--- src/rtl/dl_pkg.sv ---
// Package: shared helpers for the memory-backed delay line.
// Assumes: sizes are passed as unsigned integers known at elaboration.
package dl_pkg;

    // Width of a counter that must hold every value from 0 up to limit.
    function automatic int unsigned count_width(input int unsigned limit);
        return (limit < 2) ? 1 : $clog2(limit + 1);
    endfunction

endpackage

--- src/rtl/dl_ptr_counter.sv ---
// Module: free-running address counter with a programmable reset value.
// Assumes: the depth is 2**AW, so the counter wraps by plain overflow.
module dl_ptr_counter #(
    parameter int unsigned AW = 5,
    parameter logic [AW-1:0] START = '0
) (
    input  logic          clk,
    input  logic          rst_n,
    output logic [AW-1:0] ptr
);

    // Load START in reset, otherwise step by one each cycle.
    always_ff @(posedge clk) begin
        if (!rst_n) ptr <= START;
        else        ptr <= ptr + AW'(1);
    end

endmodule

--- src/rtl/dl_dual_port_mem.sv ---
// Module: simple dual-port storage with one write port and one registered read port.
// Assumes: read and write addresses never match in the same cycle, so the
// read-during-write ordering does not matter. The contents are not reset.
module dl_dual_port_mem #(
    parameter int unsigned DW = 16,
    parameter int unsigned AW = 5,
    localparam int unsigned ENTRIES = 1 << AW
) (
    input  logic          clk,
    input  logic [AW-1:0] wr_addr,
    input  logic [DW-1:0] wr_data,
    input  logic [AW-1:0] rd_addr,
    output logic [DW-1:0] rd_data
);

    logic [DW-1:0] store [ENTRIES];

    // Write the incoming word every cycle.
    always_ff @(posedge clk) begin
        store[wr_addr] <= wr_data;
    end

    // Register the word at the read address.
    always_ff @(posedge clk) begin
        rd_data <= store[rd_addr];
    end

endmodule

--- src/rtl/dl_fill_tracker.sv ---
// Module: counts edges since reset and raises a sticky flag once the
// delay line has produced its first word written after reset.
// Assumes: one word enters on every edge out of reset.
module dl_fill_tracker #(
    parameter int unsigned DEPTH = 32,
    localparam int unsigned CW = dl_pkg::count_width(DEPTH)
) (
    input  logic clk,
    input  logic rst_n,
    output logic filled
);

    logic [CW-1:0] edge_cnt;
    logic          at_limit;

    always_comb at_limit = (edge_cnt == CW'(DEPTH));

    // Count edges since reset, saturating at DEPTH.
    always_ff @(posedge clk) begin
        if (!rst_n)         edge_cnt <= '0;
        else if (!at_limit) edge_cnt <= edge_cnt + CW'(1);
    end

    // Raise the flag on edge DEPTH and hold it until reset.
    always_ff @(posedge clk) begin
        if (!rst_n) filled <= 1'b0;
        else        filled <= filled | at_limit;
    end

endmodule

--- src/rtl/ram_delay_line.sv ---
// Module: fixed delay line of DEPTH cycles kept in a dual-port memory.
// The write address starts at the last entry and the read address at the
// first. Both step every cycle, so a word is read back DEPTH-1 edges after
// it is written. The registered read and one output stage bring the total
// latency to exactly DEPTH edges.
// Assumes: a word is presented on every cycle; ADDR_W >= 1.
module ram_delay_line #(
    parameter int unsigned DATA_W = 16,
    parameter int unsigned ADDR_W = 5,
    localparam int unsigned DEPTH = 1 << ADDR_W,
    localparam int unsigned LATENCY = DEPTH
) (
    input  logic              clk,
    input  logic              rst_n,
    input  logic [DATA_W-1:0] din,
    output logic [DATA_W-1:0] dout,
    output logic              dout_valid
);

    localparam logic [ADDR_W-1:0] RD_START = '0;
    localparam logic [ADDR_W-1:0] WR_START = '1;

    logic [ADDR_W-1:0] rd_ptr;
    logic [ADDR_W-1:0] wr_ptr;
    logic [DATA_W-1:0] mem_q;

    dl_ptr_counter #(.AW(ADDR_W), .START(RD_START)) u_rd_ptr (
        .clk   (clk),
        .rst_n (rst_n),
        .ptr   (rd_ptr)
    );

    dl_ptr_counter #(.AW(ADDR_W), .START(WR_START)) u_wr_ptr (
        .clk   (clk),
        .rst_n (rst_n),
        .ptr   (wr_ptr)
    );

    dl_dual_port_mem #(.DW(DATA_W), .AW(ADDR_W)) u_mem (
        .clk     (clk),
        .wr_addr (wr_ptr),
        .wr_data (din),
        .rd_addr (rd_ptr),
        .rd_data (mem_q)
    );

    dl_fill_tracker #(.DEPTH(LATENCY)) u_fill (
        .clk    (clk),
        .rst_n  (rst_n),
        .filled (dout_valid)
    );

    // Output stage: a known zero in reset, the read word otherwise.
    always_ff @(posedge clk) begin
        if (!rst_n) dout <= '0;
        else        dout <= mem_q;
    end

endmodule

--- config.mk ---
export PLATFORM = sky130hd
export DESIGN_NAME = ram_delay_line
export DESIGN_NICKNAME = d
export VERILOG_FILES = /design/src/rtl/dl_pkg.sv /design/src/rtl/dl_ptr_counter.sv /design/src/rtl/dl_dual_port_mem.sv /design/src/rtl/dl_fill_tracker.sv /design/src/rtl/ram_delay_line.sv
export SDC_FILE = /design/constraint.sdc
export NUM_CORES = 1
export LEC_CHECK = 0
export ABC_AREA = 1
export BUFFER_PORTS_ARGS = -buffer_cell sky130_fd_sc_hd__clkbuf_2
export CORE_ASPECT_RATIO = 1.4
export CORE_MARGIN = 5
export CORE_UTILIZATION = 44
export CTS_CLUSTER_SIZE = 14
export DETAILED_ROUTE_END_ITERATION = 16
export PLACE_DENSITY = 0.65
export SLEW_MARGIN = 5
export SYNTH_ARGS = -nofsm -noshare
export SYNTH_HDL_FRONTEND = slang
export SYNTH_SLANG_ARGS = --single-unit
--- constraint.sdc ---
create_clock -name clk -period 2.4 [get_ports clk]
set_clock_uncertainty 0.15 [all_clocks]
set_input_delay 0 -clock clk [delete_from_list [all_inputs] [get_ports clk]]
set_output_delay 0 -clock clk [all_outputs]
set_load 0.01 [all_outputs]
**Word level (Yosys, flattened, before mapping)**

Memories as Yosys holds them, arrays and structs flattened. A register that Yosys moved wholly into a read port is not among the register bits.
Cells that the tools add are included.

- Memories kept: 1
- Output and inout port bits: 17
- Input port bits: 18
- Bits in registers: 33
- Word-level logic and storage cells: 11
- Bits in writable memories: 512

- Equal/unequal tests: 1
- $add $sub $neg: 3
- Bitwise operators: 1

Memory list:

| memory | depth | bits a word | rd ports | clocked after memory_dff | wr ports | RTL line | RTL |
|---|---|---|---|---|---|---|---|
| u_mem.store | 32 | 16 | 1 | 1 | 1 | dl_dual_port_mem.sv:16 | `logic [DW-1:0] store [ENTRIES];` |

Operator list:

| kind | count |
|---|---|
| adder 5 x 1 -> 5 bit (second input constant) | 2 |
| adder 6 x 1 -> 6 bit (second input constant) | 1 |
| equality test 6 bit (second input constant) | 1 |
| OR 1 bit | 1 |

**Depth between registers and ports, before layout**

Gate-level depths: netlist (run 1).

- Depth in word-level cells: 2
- Depth in mapped cells: 12
- Mapped depth without buffers: 9

**By module**

Synthesis (run 1) repeated with hierarchy kept, for this count alone.

- Cell total of the unflattened synthesis: 1934
- Area, all modules: 22434.0 um^2

Modules (own cells, without submodules):

| module | cells each | sequential area each (um^2) | times used | area an instance (um^2) |
|---|---|---|---|---|
| dl_dual_port_mem | 1794 | 15695.1 | 1 | 21221.6 |
| ram_delay_line | 50 | 320.3 | 1 | 484.2 |
| dl_fill_tracker | 45 | 140.1 | 1 | 346.6 |
| dl_ptr_counter (u_rd_ptr) | 24 | 100.1 | 1 | 197.7 |
| dl_ptr_counter (u_wr_ptr) | 21 | 100.1 | 1 | 183.9 |

**Worst setup path before layout (run 1)**

No wires, ideal clock.

- Path kind: register to register
- Start point: register u_wr_ptr.ptr[2]
- End point: memory u_mem.store[12][0], enable pin
- Clock period less this slack: 1.981 ns
- Slack: 0.419 ns
- Data arrival time: 1.443 ns
- Setup time: 0.388 ns
- Required time: 1.862 ns
- Path buffers: 0
- Cell stages (with the launch flop): 5
- Cell sequence: dfxtp_1 -> inv_1 -> nor3_1 -> inv_1 -> nor2_1

RTL lines:

| what | RTL line | RTL |
|---|---|---|
| start: declaration | dl_ptr_counter.sv:9 | `output logic [AW-1:0] ptr` |
| start signal: assignment | dl_ptr_counter.sv:15 | `else ptr <= ptr + AW'(1);` |
| end: declaration | dl_dual_port_mem.sv:16 |  |

Straight into the memory's write port.

==> impl_metrics.py, run 1 <==
metrics = {
    "run_status": {
        "status": "complete, no violations",
    },
    "timing": {
        "finalCriticalPeriod_ps": 2200,
        "hold_viol": 0,
        "rsz0062_at_grt": "no",
        "worst_pin_slew_ps": 887,
        "slew_viol_final": 0,
        "timing.fmax_mhz": 455,
        "relSlewSlack": 0.408,
        "tns_ps": 0,
        "setup_viol": 0,
        "layout_worst_path_cycle_share": 0.915,
        "timing.hold.ws_ps": 31.2,
    },
    "die": {
        "io_pins": 35,
        "core_um2": 52100,
        "die_height_um": 281,
        "die_x_um": 204,
        "floorplan.rows": 99,
        "dieArea_um2": 57400,
        "initial_core_util": 0.444,
    },
    "route": {
        "first_iter_violations": 1350,
        "first_pass_iters": 5,
        "post_drt_wl_per_cell_um": 20.1,
        "ant_nets": 0,
        "post-route-drc-count": 0,
        "vias": 15200,
        "wl_mm": 59.3,
        "vias_per_cell": 5.13,
    },
    "logic_synthesis": {
        "synth_area_leader_cell": "edfxtp_1",
        "syn_area_um2": 23200,
        "synthTopCellsByArea": "edfxtp_1 (66%), nand2_1 (12%), nand3_1 (6.8%)",
        "synth_fp_nets": 2180,
        "avgSynthCellArea_um2": 10.7,
        "synthCells": 2155,
        "yosys_warnings": 0,
        "ys_seq_elements": 561,
        "ys_types": 26,
        "ys_seq_area_frac": 0.706,
        "yosys.area.top_type_share": 0.664,
    },
    "global_routing": {
        "use_met3": 0.0273,
        "use_met2": 0.372,
        "grt_pass1_wl_mm": 90.4,
        "antenna_found_initial": 1,
        "grt_max_degree": 86,
        "grt_pass1_vias": 15100,
        "busiest_layer": "met2",
        "overflow": 0,
        "use_met1": 0.252,
        "grtUsageTotal": 0.207,
    },
    "setup_path": {
        "critPathMaxStageDelay_ps": 490,
        "critPathKind": "reg2reg",
        "crit_path_start_kind": "register",
        "cp_top_family": "simple AND/OR/NAND/NOR gates",
        "crit_path_top_delay_cell": "nor2_1",
        "path_cells": "buf_4 > nand2_1 > nand3_1 > a21oi_1 > nor2_1 > nand2_1 > nand2_1 > inv_1",
        "cp-end-kind": "register",
        "cp.arrival_ps": 2510,
        "crit_top_cell": "nand2_1",
        "crit_fanout": 46,
        "required_ps": 2720,
        "cp_num_buf_inv": 2,
    },
    "placement": {
        "dp_hpwl_mm": 35.3,
        "place_inst": 2859,
        "port_buffers": 34,
        "gp_congestion": 0.902,
    },
    "final_layout": {
        "areaGrowthSynthToFinish_pct": 12.0,
        "finalNonFillerCells": 2955,
        "nets": 2232,
        "post-route-util": 0.497,
        "fill_cells": 4521,
        "mostFrequentLayoutCell": "nand2_1",
        "layout_common_cells": "nand2_1 (729), edfxtp_1 (512), nand3_1 (313)",
        "layout-drive-gt1-share": 0.0810,
    },
    "cts": {
        "cts_tree": "yes",
        "clk_latency_ps": 570,
        "numCtsBuffers": 51,
        "clock_path_buffers": 3,
        "cts.sinks": 561,
        "clk_pin_slew_ps": 70,
        "htreeDepth": 2,
        "ctsResizeCount": 0,
        "root_buffer": "clkbuf_16",
    },
    "run": {
        "max_cap_viol_count": 0,
    },
    "hold_path": {
        "hp-class": "in2reg",
    },
    "power": {
        "power_density_nw_per_um2": 801,
        "vdd_ir_drop_max_uv": 464,
        "power_mw": 20.8,
        "leakage_nw": 10.6,
    },
}
[stage by stage]
| step | cell area [um^2] | setup WS [ps] |
|---|---|---|
| floorplan | 23200 | 419 |
| global placement | 24300 | 200 |
| detailed placement | 24300 | 207 |
| CTS | 25900 | 193 |
| global route | 25900 | 88.2 |
| finish | 25900 | 204 |
[state kept, by name, summed over array words and instances, names as in the netlist]
register	cells
dout	16
u_fill.edge_cnt	6
u_fill.filled	1
u_mem.rd_data	16
u_mem.store	512
u_rd_ptr.ptr	5
u_wr_ptr.ptr	5
[power breakdown]
group	total (mW)	leakage (nW)	switching [mW]	internal, mW
Clock	7.88	0.788	3.42	4.46
Combinational	1.76	4.80	1.30	0.465
Sequential	11.1	5.03	0.124	11.0
Total	20.8	10.6	4.84	15.9
[worst paths after layout]
kind | startpoint | end | slack (ps) | depth (start not counted)
setup / recovery | u_rd_ptr.ptr[0]$_SDFF_PN0_ | u_mem.rd_data[7]$_DFF_P_ | 200 | 8
hold / removal | din[3] | u_mem.store[30][3]$_DFFE_PP_ | 30 | 1
setup reg to reg | u_rd_ptr.ptr[0]$_SDFF_PN0_ | u_mem.rd_data[7]$_DFF_P_ | 200 | 8
hold reg to reg | u_mem.rd_data[0]$_DFF_P_ | dout[0]$_SDFF_PN0_ | 250 | 2
[layer usage]
| layer | vias up | wire length [um] |
|---|---|---|
| met5 | - | 0 |
| met4 | 0 | 2250 |
| met3 | 128 | 3770 |
| met2 | 547 | 30700 |
| met1 | 7325 | 22500 |
| li1 | 7151 | - |
[Yosys cell counts (all sizes together)]
master	n
nand4	1
or2	1
o31ai	1
xnor2	2
ha	7
inv	290
edfxtp	512
nor3b	1
nand2	729
nor2	72
clkbuf	16
o211ai	16
nand3	313
nor4	1
buf	91
o21ai	7
a21oi	39
nor3	2
xor2	2
clkinv	3
dfxtp	49
[worst register-to-register path, stage by stage, from the launching register on]
cell and delay, ps:
dfxtp_4 420, buf_4 460, nand2_1 150, nand3_1 100, a21oi_1 80, nor2_1 490
nand2_1 130, nand2_1 90, inv_1 40
[cells by family (layout without fill, tap and decap cells)]
group | count (synthesis) | count (layout) | share of synthesized area
simple gates | 1120 | 1120 | 0.199
flops | 561 | 561 | 0.706
other cells | 0 | 1 | 0
xor+xnor | 4 | 4 | 0.00151
buf+inv | 400 | 492 | 0.0734
compound gates | 63 | 63 | 0.0155
fa+ha+maj | 7 | 7 | 0.00378
[timing repair]
item	in CTS	in global routing
hold endpoints to repair	63	0
hold buffers	2	0
buffers inserted	0	0
[area by class of cell]
type	instances	area [um^2]	area share
Inverter	293	1110	0.0427
Multi-Input combinational cell	1194	5100	0.196
Clock buffer	77	1480	0.0571
Timing Repair Buffer	106	878	0.0339
Tap cell	707	885	0.0341
Sequential cell	561	16400	0.631
Clock inverter	16	126	0.00487
Antenna cell	1	2.50	0.0000965
Power figures use the tool's default switching activity.
==> run 2, diff against run 1 <==
--- a/config.mk
+++ b/config.mk
@@ -13,6 +13,7 @@
 export CTS_CLUSTER_SIZE = 14
 export DETAILED_ROUTE_END_ITERATION = 16
 export PLACE_DENSITY = 0.65
+export RECOVER_POWER = 25
 export SLEW_MARGIN = 5
 export SYNTH_ARGS = -nofsm -noshare
 export SYNTH_HDL_FRONTEND = slang
==> run 2 against run 1 <==
The run now ends with max-capacitance violations, max-slew violations left; final cell count unchanged; design area barely moved; worst hold slack gained 68 ps; register-to-register slack about the same; global-route usage unchanged; critical path depth stayed put; non-clock buffer count unchanged; core utilization hardly changed; die area unchanged; largest cell class unchanged; largest power group unchanged; highest routed layer unchanged.
==> impl_metrics.py, run 2 (synthesized netlist as in run 1, its figures left out) <==
metrics = {
    "run_status": {
        "status": "finished with violations",
        "violations": "max-capacitance violations, max-slew violations",
    },
    "timing": {
        "finalCriticalPeriod_ps": 2190,
        "fin_ws_ps": 209,
        "tns_ps": 0,
        "slew_viol_final": 363,
        "rsz0062_at_grt": "no",
        "layout_worst_path_cycle_share": 0.913,
        "worst_pin_slew_ps": 1790,
        "timing.fmax_mhz": 456,
        "relSlewSlack": -0.194,
        "setup_viol": 0,
        "hold_viol": 0,
    },
    "setup_path": {
        "required_ps": 2720,
        "crit_path_start_kind": "register",
        "critPathKind": "reg2reg",
        "cp-end-kind": "register",
        "crit_fanout": 46,
        "cp.arrival_ps": 2510,
    },
    "global_routing": {
        "grt_pass1_vias": 15100,
        "grtUsageTotal": 0.207,
        "antenna_found_initial": 1,
        "overflow": 0,
        "grt_pass1_wl_mm": 90.4,
        "grt_max_degree": 86,
    },
    "cts": {
        "htreeDepth": 2,
        "clk_latency_ps": 570,
        "cts.sinks": 561,
        "numCtsBuffers": 51,
        "cts_tree": "yes",
        "clock_path_buffers": 3,
        "clk_pin_slew_ps": 70,
        "root_buffer": "clkbuf_16",
    },
    "route": {
        "post-route-drc-count": 0,
        "post_drt_wl_per_cell_um": 20.1,
        "wl_mm": 59.3,
        "vias_per_cell": 5.12,
        "first_pass_iters": 7,
        "vias": 15100,
        "ant_nets": 0,
        "first_iter_violations": 1346,
    },
    "placement": {
        "gp_congestion": 0.902,
        "dp_hpwl_mm": 35.3,
        "place_inst": 2859,
        "port_buffers": 34,
        "dp_slack_ps": 207,
    },
    "final_layout": {
        "nets": 2232,
        "layout-drive-gt1-share": 0.0761,
        "areaGrowthSynthToFinish_pct": 12.0,
        "fill_cells": 4522,
        "regMostFlops": "u_mem.store",
        "post-route-util": 0.497,
        "finalNonFillerCells": 2955,
        "layout_common_cells": "nand2_1 (729), edfxtp_1 (512), nand3_1 (313)",
        "largest_register_ff_count": 512,
        "reg.largest.list": "u_mem.store: 512 flops, dout: 16 flops, u_mem.rd_data: 16 flops",
        "mostFrequentLayoutCell": "nand2_1",
    },
    "die": {
        "initial_core_util": 0.444,
        "dieArea_um2": 57400,
        "die_height_um": 281,
        "core_um2": 52100,
        "io_pins": 35,
        "floorplan.rows": 99,
        "die_x_um": 204,
    },
    "power": {
        "leakage_nw": 10.6,
        "vdd_ir_drop_max_uv": 464,
        "power_density_nw_per_um2": 801,
        "power_mw": 20.8,
    },
    "run": {
        "max_cap_viol_count": 11,
    },
    "hold_path": {
        "hp-class": "in2reg",
    },
}
run 2: cell counts in the layout (fill, tap and decap cells not counted):
Identical to the previous run, type by type.
run 2: timing repair:
action / in CTS / in global routing
hold endpoints to repair: 63 / 0
setup buffers: 0 / 0
gates resized for setup: 0 / 0
hold buffers: 2 / 0
run 2: per-stage QoR:
step                      hold slack, ps  area [um^2]
after floorplan                    -51.1        23200
after global placement               239        24300
after detailed placement             239        24300
after CTS                           23.5        25900
after global routing                 130        25900
final                               99.1        25900
run 2: routing by layer:
layer  GRT usage  vias to the layer above  wire length, um
met4      0.0813                        0             2300
met5           0                        -                0
met3      0.0273                      137             3740
met1       0.252                     7303            22600
li1            -                     7150                -
met2       0.372                      543            30700
run 2: critical path, stage by stage, from the launching register on:
cell     delay (ps)
dfxtp_4         420
buf_4           460
nand2_1         110
nand3_1         100
a21oi_1          80
nor2_1          480
nand2_1         120
nand2_1          90
inv_1            40
run 2: worst paths after layout:
check                                                start                            to  slack [ps]  cells after the start
worst max-delay path            u_rd_ptr.ptr[0]$_SDFF_PN0_      u_mem.rd_data[7]$_DFF_P_         210                      8
worst min-delay path                                din[9]  u_mem.store[31][9]$_DFFE_PP_         100                      1
worst max register to register  u_rd_ptr.ptr[0]$_SDFF_PN0_      u_mem.rd_data[7]$_DFF_P_         210                      8
worst min register to register    u_mem.rd_data[0]$_DFF_P_            dout[0]$_SDFF_PN0_         250                      2
run 2: area by class of cell:
class                      count  area, um^2  share of cell area
clock buffer                  77        1480              0.0571
timing repair buffer         106         865              0.0333
inverter                     293        1110              0.0427
clock inverter                16         126             0.00487
tap                          707         885              0.0341
multi-input combinational   1194        5100               0.197
antenna                        1        2.50           0.0000965
sequential                   561       16400               0.631
run 2: power by group:
| part | internal, mW | switching [mW] |
|---|---|---|
| sequential | 11.0 | 0.124 |
| combinational | 0.462 | 1.30 |
| clock | 4.46 | 3.42 |
| total | 15.9 | 4.84 |
==> run 3, diff against run 2 <==
--- a/config.mk
+++ b/config.mk
@@ -13,8 +13,8 @@
 export CTS_CLUSTER_SIZE = 14
 export DETAILED_ROUTE_END_ITERATION = 16
 export PLACE_DENSITY = 0.65
-export RECOVER_POWER = 25
-export SLEW_MARGIN = 5
+export RECOVER_POWER = 100
+export SETUP_SLACK_MARGIN = 0.1
 export SYNTH_ARGS = -nofsm -noshare
 export SYNTH_HDL_FRONTEND = slang
 export SYNTH_SLANG_ARGS = --single-unit
==> run 3 against run 2 <==
The run still ends with max-capacitance violations, max-slew violations left; count of clock-buffer cells in the layout unchanged; worst hold slack better by 140 ps; critical path depth down 4; sequential share of layout area up 0.32 points; register-to-register slack about the same; design area down 0.50%; core utilization down 0.25 points; die area unchanged; critical endpoint is now u_mem.store[25][15]$_DFFE_PP_.
==> impl_metrics.py, run 3 (synthesized netlist as in run 1, its figures left out) <==
metrics = {
    "setup_path": {
        "regToRegSetupSlack_ps": 220,
        "crit_path_start_kind": "register",
        "r2r-end": "u_mem.store[25][15]$_DFFE_PP_",
        "timing.rr.start": "u_wr_ptr.ptr[2]$_SDFF_PN1_",
        "cp.arrival_ps": 2220,
        "required_ps": 2440,
        "critPathKind": "reg2reg",
        "cp-end-kind": "register",
        "reg2regPathDepth": 4,
        "crit_fanout": 11,
    },
    "final_layout": {
        "nets": 2232,
        "seq_area_um2": 16400,
        "finalNonFillerCells": 2955,
        "multi_input_comb_area_um2": 5090,
        "layout-drive-gt1-share": 0.0632,
        "regMostFlops": "u_mem.store",
        "reg.largest.list": "u_mem.store: 512 flops, dout: 16 flops, u_mem.rd_data: 16 flops",
        "fill_cells": 4563,
        "layout_common_cells": "nand2_1 (729), edfxtp_1 (512), nand3_1 (313)",
        "areaGrowthSynthToFinish_pct": 11.4,
        "mostFrequentLayoutCell": "nand2_1",
        "largest_register_ff_count": 512,
        "post-route-util": 0.495,
    },
    "run_status": {
        "status": "finished with violations",
        "violations": "max-capacitance violations, max-slew violations",
    },
    "cts": {
        "cts.sinks": 561,
        "cts.repair_timing.setup_buffer_count": 0,
        "numCtsBuffers": 51,
        "cts_tree": "yes",
        "clk_pin_slew_ps": 70,
        "clock_path_buffers": 3,
        "clk_latency_ps": 570,
        "htreeDepth": 2,
        "root_buffer": "clkbuf_16",
    },
    "placement": {
        "port_buffers": 34,
        "dp_hpwl_mm": 35.3,
        "dp_slack_ps": 207,
        "gp_congestion": 0.902,
        "place_inst": 2859,
    },
    "hold_path": {
        "holdPathStages": 4,
        "hp-class": "in2reg",
        "min_from": "rst_n",
        "min_to": "u_rd_ptr.ptr[0]$_SDFF_PN0_",
    },
    "global_routing": {
        "busiest_layer": "met2",
        "use_met3": 0.0273,
        "grt_max_degree": 86,
        "grtUsageTotal": 0.207,
        "use_met1": 0.252,
        "grt_pass1_wl_mm": 90.4,
        "grt_pass1_vias": 15100,
        "antenna_found_initial": 1,
        "overflow": 0,
        "use_met2": 0.372,
    },
    "power": {
        "power_mw": 20.8,
        "vdd_ir_drop_max_uv": 461,
        "leakage_nw": 10.5,
        "power_density_nw_per_um2": 805,
    },
    "timing": {
        "finalCriticalPeriod_ps": 2180,
        "fin_ws_ps": 220,
        "rsz0062_at_grt": "no",
        "slew_viol_final": 495,
        "layout_worst_path_cycle_share": 0.908,
        "tns_ps": 0,
        "worst_pin_slew_ps": 1920,
        "timing.fmax_mhz": 459,
        "relSlewSlack": -0.277,
        "hold_viol": 0,
        "setup_viol": 0,
    },
    "route": {
        "vias_per_cell": 5.14,
        "first_iter_violations": 1345,
        "wl_mm": 59.5,
        "post_drt_wl_per_cell_um": 20.1,
        "post-route-drc-count": 0,
        "first_pass_iters": 5,
        "ant_nets": 0,
        "vias": 15200,
    },
    "die": {
        "core_um2": 52100,
        "io_pins": 35,
        "floorplan.rows": 99,
        "dieArea_um2": 57400,
        "die_x_um": 204,
        "die_height_um": 281,
        "initial_core_util": 0.444,
    },
    "run": {
        "max_cap_viol_count": 15,
    },
}
run 3: cell types whose count changed in the layout (fill, tap and decap cells not counted):
cell	previous run	this run
clkbuf_4	1	2
buf_4	57	18
clkbuf_2	23	31
nor2_1	72	71
nor4_1	0	1
clkbuf_1	28	57
nor4_2	1	0
buf_6	0	1
nor2_2	0	1
run 3: worst max-delay path by stage:
| stage | from | end | slack, ps | cells past startpoint |
|---|---|---|---|---|
| floorplan | u_wr_ptr.ptr[2]$_SDFF_PN1_ | u_mem.store[12][0]$_DFFE_PP_ | 420 | 4 |
| global placement | u_rd_ptr.ptr[0]$_SDFF_PN0_ | u_mem.rd_data[7]$_DFF_P_ | 200 | 8 |
| detailed placement | u_rd_ptr.ptr[0]$_SDFF_PN0_ | u_mem.rd_data[7]$_DFF_P_ | 210 | 8 |
| CTS | u_rd_ptr.ptr[0]$_SDFF_PN0_ | u_mem.rd_data[7]$_DFF_P_ | 190 | 8 |
| global route | u_wr_ptr.ptr[2]$_SDFF_PN1_ | u_mem.store[25][11]$_DFFE_PP_ | 130 | 4 |
| finish | u_wr_ptr.ptr[2]$_SDFF_PN1_ | u_mem.store[25][15]$_DFFE_PP_ | 220 | 4 |
run 3: timing repair:
item | in CTS | in global routing
endpoints found under the hold margin | 63 | 0
resized for setup | 0 | 2
endpoints found under the setup margin | 0 | 1
hold buffers | 2 | 0
run 3: cell type report:
cell class	count	area share
inverter	293	0.0429
clock buffer	77	0.0574
tap	707	0.0343
sequential	561	0.634
multi-input combinational	1194	0.197
timing repair buffer	106	0.0287
clock inverter	16	0.00490
antenna	1	0.0000970
run 3: report_power, final:
group,total (mW),internal (mW),switching [mW]
Combinational,1.74,0.439,1.30
Sequential,11.1,11.0,0.123
Clock,7.87,4.46,3.41
Total,20.8,15.9,4.84
run 3: metal layers:
layer / wire (um) / vias up
met4: 2190 / 0
met3: 3390 / 130
met2: 30900 / 532
met1: 23000 / 7366
met5: 0 / -
li1: - / 7152
run 3: critical path: stages (launching register included):
cell and delay (ps):
dfxtp_1 360, inv_1 220, nand3_1 180, nor2_1 160
clkbuf_1 720
run 3: through the flow:
step / hold WS [ps] / area, um^2
floorplan: -51.1 / 23200
global placement: 239 / 24300
detailed placement: 239 / 24300
CTS: 23.5 / 25900
global route: 280 / 25800
finish: 242 / 25800
